==> config.mk <==
export PLATFORM = sky130hd
export DESIGN_NAME = lmw_seq
export DESIGN_NICKNAME = d
export VERILOG_FILES = /design/src/rtl/lmw_seq_pkg.sv /design/src/rtl/lmw_seq_form_check.sv /design/src/rtl/lmw_seq_addr_gen.sv /design/src/rtl/lmw_seq_ctrl.sv /design/src/rtl/lmw_seq.sv
export SDC_FILE = /design/constraint.sdc
export NUM_CORES = 1
export LEC_CHECK = 0
export BUFFER_PORTS_ARGS = -buffer_cell sky130_fd_sc_hd__buf_4
export CORE_MARGIN = 1.5
export CORE_UTILIZATION = 40
export CTS_CLUSTER_SIZE = 20
export DETAILED_ROUTE_END_ITERATION = 16
export SYNTH_ARGS = -nofsm -noshare
export SYNTH_HDL_FRONTEND = slang
export SYNTH_HIERARCHICAL = 1
export SYNTH_SLANG_ARGS = --single-unit
==> constraint.sdc <==
create_clock -name clk -period 4.7 [get_ports clk]
set_clock_uncertainty 0.15 [all_clocks]
set_input_delay 1.175 -clock clk [delete_from_list [all_inputs] [get_ports clk]]
set_output_delay 1.175 -clock clk [all_outputs]
set_load 0.1 [all_outputs]
==> src/rtl/lmw_seq_pkg.sv <==
package lmw_seq_pkg;

   typedef enum logic [2:0] {
      ST_IDLE  = 3'd0,
      ST_CHECK = 3'd1,
      ST_REQ   = 3'd2,
      ST_WAIT  = 3'd3,
      ST_DONE  = 3'd4
   } seq_state_e;

endpackage

==> src/rtl/lmw_seq_form_check.sv <==
module lmw_seq_form_check #(
   parameter int IDX_W = 5
) (
   input  logic [IDX_W-1:0] first_q_i,
   input  logic [IDX_W-1:0] base_idx_q_i,
   input  logic             le_q_i,
   output logic             range_hit_o,
   output logic             align_fault_o
);

   // Targets run from first_q_i to the top register; the base field is in
   // that range when it is at or above the first target.
   always_comb begin
      range_hit_o   = (base_idx_q_i >= first_q_i);
      align_fault_o = le_q_i;
   end

endmodule

==> src/rtl/lmw_seq_addr_gen.sv <==
module lmw_seq_addr_gen #(
   parameter int XLEN   = 64,
   parameter int DISP_W = 16,
   parameter int STEP   = 4
) (
   input  logic              clk,
   input  logic              rst_n,
   input  logic              load_i,
   input  logic              step_i,
   input  logic              base_zero_i,
   input  logic [XLEN-1:0]   base_val_i,
   input  logic [DISP_W-1:0] disp_i,
   output logic [XLEN-1:0]   addr_o
);

   localparam logic [XLEN-1:0] STEP_V = XLEN'(STEP);

   logic [XLEN-1:0] disp_ext;
   logic [XLEN-1:0] base_sel;
   logic [XLEN-1:0] addr_q;

   generate
      if (DISP_W == XLEN) begin : g_disp_full
         assign disp_ext = disp_i;
      end else begin : g_disp_sext
         assign disp_ext = {{(XLEN-DISP_W){disp_i[DISP_W-1]}}, disp_i};
      end
   endgenerate

   assign base_sel = base_zero_i ? '0 : base_val_i;

   always_ff @(posedge clk or negedge rst_n) begin
      if (!rst_n) begin
         addr_q <= '0;
      end else if (load_i) begin
         addr_q <= base_sel + disp_ext;
      end else if (step_i) begin
         addr_q <= addr_q + STEP_V;
      end
   end

   assign addr_o = addr_q;

endmodule

==> src/rtl/lmw_seq_ctrl.sv <==
module lmw_seq_ctrl
   import lmw_seq_pkg::*;
#(
   parameter int IDX_W = 5
) (
   input  logic             clk,
   input  logic             rst_n,
   input  logic             start_i,
   input  logic [IDX_W-1:0] first_reg_i,
   input  logic [IDX_W-1:0] base_idx_i,
   input  logic             le_mode_i,
   input  logic             range_hit_i,
   input  logic             align_fault_i,
   input  logic             mem_ack_i,
   output logic             accept_o,
   output logic             step_o,
   output seq_state_e       state_o,
   output logic [IDX_W-1:0] cur_reg_o,
   output logic [IDX_W-1:0] first_q_o,
   output logic [IDX_W-1:0] base_idx_q_o,
   output logic             le_q_o,
   output logic             inv_q_o,
   output logic             align_q_o
);

   localparam logic [IDX_W-1:0] LAST_REG = '1;

   seq_state_e       state_q, state_d;
   logic [IDX_W-1:0] cur_q;
   logic [IDX_W-1:0] first_q;
   logic [IDX_W-1:0] bidx_q;
   logic             le_q;
   logic             inv_q;
   logic             aln_q;
   logic             word_ack;
   logic             fault;

   assign accept_o = (state_q == ST_IDLE) && start_i;
   assign word_ack = (state_q == ST_WAIT) && mem_ack_i;
   assign step_o   = word_ack && (cur_q != LAST_REG);
   assign fault    = range_hit_i || align_fault_i;

   always_comb begin
      state_d = state_q;
      unique case (state_q)
         ST_IDLE:  if (start_i) state_d = ST_CHECK;
         ST_CHECK: state_d = fault ? ST_DONE : ST_REQ;
         ST_REQ:   state_d = ST_WAIT;
         ST_WAIT:  if (mem_ack_i) state_d = (cur_q == LAST_REG) ? ST_DONE : ST_REQ;
         ST_DONE:  state_d = ST_IDLE;
         default:  state_d = ST_IDLE;
      endcase
   end

   always_ff @(posedge clk or negedge rst_n) begin
      if (!rst_n) begin
         state_q <= ST_IDLE;
         cur_q   <= '0;
         first_q <= '0;
         bidx_q  <= '0;
         le_q    <= 1'b0;
         inv_q   <= 1'b0;
         aln_q   <= 1'b0;
      end else begin
         state_q <= state_d;
         if (accept_o) begin
            cur_q   <= first_reg_i;
            first_q <= first_reg_i;
            bidx_q  <= base_idx_i;
            le_q    <= le_mode_i;
            inv_q   <= 1'b0;
            aln_q   <= 1'b0;
         end else if (state_q == ST_CHECK) begin
            inv_q <= range_hit_i;
            aln_q <= align_fault_i;
         end else if (step_o) begin
            cur_q <= cur_q + 1'b1;
         end
      end
   end

   assign state_o      = state_q;
   assign cur_reg_o    = cur_q;
   assign first_q_o    = first_q;
   assign base_idx_q_o = bidx_q;
   assign le_q_o       = le_q;
   assign inv_q_o      = inv_q;
   assign align_q_o    = aln_q;

endmodule

==> src/rtl/lmw_seq.sv <==
module lmw_seq
   import lmw_seq_pkg::*;
#(
   parameter int XLEN   = 64,
   parameter int WORD_W = 32,
   parameter int NREGS  = 32,
   parameter int DISP_W = 16,
   parameter int IDX_W  = $clog2(NREGS)
) (
   input  logic              clk,
   input  logic              rst_n,
   input  logic              start_i,
   input  logic [IDX_W-1:0]  first_reg_i,
   input  logic [IDX_W-1:0]  base_idx_i,
   input  logic [XLEN-1:0]   base_val_i,
   input  logic [DISP_W-1:0] disp_i,
   input  logic              le_mode_i,
   output logic              mem_req_o,
   output logic [XLEN-1:0]   mem_addr_o,
   input  logic              mem_ack_i,
   input  logic [WORD_W-1:0] mem_rdata_i,
   output logic              rf_we_o,
   output logic [IDX_W-1:0]  rf_waddr_o,
   output logic [XLEN-1:0]   rf_wdata_o,
   output logic              busy_o,
   output logic              done_o,
   output logic              invalid_o,
   output logic              align_err_o
);

   localparam int STEP = WORD_W / 8;

   generate
      if (NREGS != (1 << IDX_W)) begin : g_bad_nregs
         $error("lmw_seq: NREGS must be a power of two matching IDX_W");
      end
      if (XLEN < WORD_W) begin : g_bad_xlen
         $error("lmw_seq: XLEN must be at least WORD_W");
      end
      if (DISP_W > XLEN) begin : g_bad_disp
         $error("lmw_seq: DISP_W must not exceed XLEN");
      end
      if ((WORD_W % 8) != 0) begin : g_bad_word
         $error("lmw_seq: WORD_W must be a whole number of bytes");
      end
   endgenerate

   seq_state_e       state;
   logic             accept;
   logic             step;
   logic [IDX_W-1:0] cur_reg;
   logic [IDX_W-1:0] first_q;
   logic [IDX_W-1:0] base_idx_q;
   logic             le_q;
   logic             inv_q;
   logic             aln_q;
   logic             range_hit;
   logic             align_fault;

   lmw_seq_ctrl #(.IDX_W(IDX_W)) u_ctrl (
      .clk           (clk),
      .rst_n         (rst_n),
      .start_i       (start_i),
      .first_reg_i   (first_reg_i),
      .base_idx_i    (base_idx_i),
      .le_mode_i     (le_mode_i),
      .range_hit_i   (range_hit),
      .align_fault_i (align_fault),
      .mem_ack_i     (mem_ack_i),
      .accept_o      (accept),
      .step_o        (step),
      .state_o       (state),
      .cur_reg_o     (cur_reg),
      .first_q_o     (first_q),
      .base_idx_q_o  (base_idx_q),
      .le_q_o        (le_q),
      .inv_q_o       (inv_q),
      .align_q_o     (aln_q)
   );

   lmw_seq_form_check #(.IDX_W(IDX_W)) u_form (
      .first_q_i     (first_q),
      .base_idx_q_i  (base_idx_q),
      .le_q_i        (le_q),
      .range_hit_o   (range_hit),
      .align_fault_o (align_fault)
   );

   lmw_seq_addr_gen #(.XLEN(XLEN), .DISP_W(DISP_W), .STEP(STEP)) u_addr (
      .clk         (clk),
      .rst_n       (rst_n),
      .load_i      (accept),
      .step_i      (step),
      .base_zero_i (base_idx_i == '0),
      .base_val_i  (base_val_i),
      .disp_i      (disp_i),
      .addr_o      (mem_addr_o)
   );

   generate
      if (XLEN > WORD_W) begin : g_wdata_pad
         assign rf_wdata_o = {{(XLEN-WORD_W){1'b0}}, mem_rdata_i};
      end else begin : g_wdata_full
         assign rf_wdata_o = mem_rdata_i;
      end
   endgenerate

   assign mem_req_o   = (state == ST_REQ);
   assign rf_we_o     = (state == ST_WAIT) && mem_ack_i;
   assign rf_waddr_o  = cur_reg;
   assign busy_o      = (state != ST_IDLE);
   assign done_o      = (state == ST_DONE);
   assign invalid_o   = done_o && inv_q;
   assign align_err_o = done_o && aln_q;

endmodule

==> summary.md <==
| Metric | Value |
|---|---|
| Outcome | complete, no violations |
| Worst EP required | 4780 ps |
| Unrepaired setup endpoints after global routing | true |
| Setup-failing EPs final | 0 |
| Cell Rows | 55 |
| Nature of the critical path endpoint | flip-flop |
| Min cycle time layout | 4620 ps |
| Worst skew pair latency | 370 ps |
| Grt met1 use | 30.0% |
| Power Density | 569 nW/um^2 |
| Total GRT Usage | 23.0% |
| Via density | 5.24 |
| F_max | 217 MHz |
| DP Wirelength | 21600 microns |
| Detail Route Antenna Nets | 0 |
| Switch Pwr | 4.34 mW |
| Layout area overhead | 38.4% |
| Hold Path Class | reg -> reg |
| Final Util | 56.2% |
| Max_slew headroom | 31.4% |
| Max Cap Viol | 0 |
| Post-place instance area | 11600 sq um |
| Synthesized flop and latch total | 85 |
| Area share of the largest cell type after synthesis | 23.3% |
| M3 GR Usage | 3.07% |
| DRT Pass-1 Iters | 5 |
| Slew Limit Fails | 0 |
| Async SR Flop Fraction | 100% |
| CTS clk-pin slew, worst paths | 70 ps |
| CTS root buf | clkbuf_16 |
| Initial antenna violation count | 0 |
| PortBufs | 169 |
| Wire per inst | 16.1 microns |
| Sw frac | 60.3% |
| Overall die height | 154 microns |
| Ranking of synthesized cells by area | dfrtp_1 23%, ha_1 9.7%, xnor2_1 7.4%, a21oi_1 6.3%, buf_4 5.4% |
| Ant. Diodes | 0 |
| Worst vdd ir | 0.570 mV |
| FF/Latch Area | 2130 sq um |
| FILL cells | 2126 |
| GR met2 Demand/Resource | 38.9% |
| Clk sinks | 85 |
| P_leak | 5.81 nW |
| CTS H-Tree Depth | 3 |
| Vias in the first global route | 8818 |
| Final hold viol count | 0 |
| TritonCTS clock tree | yes |
| GPL Wtd Cong | 0.894 |
| Combinational share of power | 68.1% |
| Yosys top cell by area | dfrtp_1 |
| DRC | 0 |
| # IOs | 266 |
| Detailed Route WL | 28300 microns |
| Yosys cell types | 73 |
| Crit share post-route | 98.2% |
| CTS buffer count | 9 |
| Worst hold slack | 337 ps |
| Post-Route Setup TNS | 0 ps |
| Flop pwr share | 21.6% |
| Sequential share of the synthesized area | 23.3% |
| P_int | 2.85 mW |
| Post-synth EDFFs | 0 |
| Vias | 9184 |
| CTS Buffer Depth | 2 |
| First-pass GRT wire length | 43800 microns |
| Placeable Area | 22500 sq um |
| Die area | 23800 sq um |
| Crit path kind | in -> reg |
| Area of the multi-input gates | 6790 sq um |
| Clock share of power | 10.3% |
| Crit-path max FO | 5 |
| Most Crowded Layer GR | met2 |
| Fraction of layout instances using a drive strength above 1 | 33.3% |
| Synth Instances | 1157 |
| Design area | 12600 sq um |
| Die width | 154 microns |
| Worst-Margin Slew | 1030 ps |
| Grt total ovfl | 0 |
| Synth Warn # | 6 |
| Starting Density | 40.6% |
| Mapped Area | 9140 sq um |
| Critical path launch point type | input pin |
| Drt initial violations | 440 |
| Syn_area_per_cell | 7.90 sq um |
| Largest net degree at the start of global routing | 114 |
| Final #Nets | 1661 |
| Ys flop type | dfrtp_1 |
| Crit path DAT | 4700 ps |
area by class of cell:
cell class	instances	area share (%)
timing repair buffer	375	23.3
multi-input combinational	957	53.7
clock buffer	9	1.78
sequential	85	16.8
clock inverter	7	0.505
tap	285	2.82
inverter	34	1.03
power groups by stage:
stage / Clock (mW) / Combinational (mW) / Sequential, mW
detailed placement: 0 / 4.78 / 1.56
global route: 0.790 / 5.18 / 1.62
finish: 0.742 / 4.90 / 1.55
floorplan: 0 / 1.75 / 3.53
CTS: 0.760 / 4.81 / 1.55
global placement: 0 / 4.74 / 1.56
state kept, by name, indices dropped and copies added, names as in the netlist:
register             count
u_ctrl/base_idx_q_o      5
u_ctrl/state_o           3
u_ctrl/first_q_o         5
u_ctrl/cur_reg_o         5
u_ctrl/le_q_o            1
u_ctrl/align_q_o         1
u_addr/addr_o           64
u_ctrl/inv_q_o           1
per-stage QoR:
stage | setup WS, ps | instances | total power, mW
global route | -67.8 | 1752 | 7.59
global placement | -487 | 1715 | 6.30
detailed placement | -527 | 1715 | 6.35
floorplan | 12.3 | 1188 | 5.28
CTS | -16.9 | 1733 | 7.12
finish | 83.1 | 1752 | 7.19
synth_stat cells (all sizes together), types with 4 or more instances:
| master | number |
|---|---|
| and3 | 20 |
| clkbuf | 39 |
| xnor2 | 77 |
| nand2 | 107 |
| a211oi | 7 |
| o21bai | 22 |
| xor2 | 41 |
| o21ai | 61 |
| nand2b | 11 |
| o211ai | 5 |
| mux2i | 6 |
| mux2 | 16 |
| or3 | 7 |
| nand3 | 27 |
| inv | 34 |
| nor2b | 69 |
| nand4 | 33 |
| nor2 | 96 |
| buf | 73 |
| nor3 | 15 |
| and2 | 7 |
| dfrtp | 85 |
| a31oi | 11 |
| a21oi | 116 |
| o21a | 7 |
| ha | 71 |
| and4 | 6 |
| a21o | 28 |
| o31ai | 4 |
| a221oi | 5 |
worst paths after layout:
path	startpoint	to	slack (ps)	depth (start not counted)
max	base_idx_i[2]	u_addr/addr_o[59]$_DFFE_PN0N_	80	18
min	u_ctrl/first_q_o[1]$_DFFE_PN0P_	u_ctrl/first_q_o[1]$_DFFE_PN0P_	340	1
max reg2reg	u_ctrl/cur_reg_o[0]$_DFFE_PN0P_	u_addr/addr_o[57]$_DFFE_PN0N_	1060	14
min reg2reg	u_ctrl/first_q_o[1]$_DFFE_PN0P_	u_ctrl/first_q_o[1]$_DFFE_PN0P_	340	1
max in group asynchronous	rst_n	u_addr/addr_o[46]$_DFFE_PN0N_	2780	2
min in group asynchronous	rst_n	u_addr/addr_o[17]$_DFFE_PN0N_	830	1
cell usage in the layout, fill, tap and decap left out, types with 6 or more instances in the layout:
master	netlist	final
and3_1	20	20
ha_1	71	65
conb_1	1	32
or3_1	6	6
nand2b_1	11	10
o21a_1	7	7
and2_1	7	6
nor3_1	13	8
a31oi_1	10	6
o21ai_0	59	52
mux2_2	6	6
o21ai_1	2	8
a21oi_2	0	16
a21o_1	28	28
xnor2_1	77	76
nor2b_1	69	63
nand4_1	32	32
mux2_1	10	10
xor2_1	41	41
buf_4	66	358
buf_6	2	10
a21oi_1	115	97
mux2i_1	6	6
nand2_1	107	105
o21bai_1	22	19
inv_1	34	33
nor3_2	2	6
nand3_1	27	26
dfrtp_1	85	85
clkbuf_16	0	12
nor2_1	94	92
cells by family (layout without fill, tap and decap cells):
group | after synthesis | count (layout) | share of synthesized area [%]
and+or+nand+nor | 419 | 419 | 23.8
AOI/OAI and AO/OA | 294 | 294 | 20.1
buffers and inverters | 146 | 425 | 8.91
xor gates and xnor gates | 118 | 118 | 11.3
DFF | 85 | 85 | 23.3
adders and majority gates | 72 | 72 | 9.94
muxes | 22 | 22 | 2.63
other | 1 | 32 | 0.0410
critical path, stage by stage:
cell and delay [ps]:
buf_6 90, or4_4 540, nor2_4 180, buf_8 170, clkbuf_16 160, nor2b_1 50
ha_2 300, a21o_1 220, o21bai_4 190, buf_4 140, o31ai_2 270, a211oi_2 100
o2111ai_2 280, o211ai_1 190, buf_4 200, a21oi_2 150, xor2_1 190, a21oi_1 90
routing by layer:
metal / vias up / share of wire (%)
met5: - / 0
met2: 242 / 48
met3: 49 / 4.5
met1: 4297 / 45
met4: 0 / 2.4
li1: 4596 / -
repair_timing:
action | CTS | global route
pin swaps | 3 | 54
buffers inserted | 2 | 15
endpoints found under the setup margin | 9 | 26
gates resized for setup | 7 | 93
hold buffers | 0 | 0
gates cloned | 0 | 4
(Power assumes the default switching activity.)
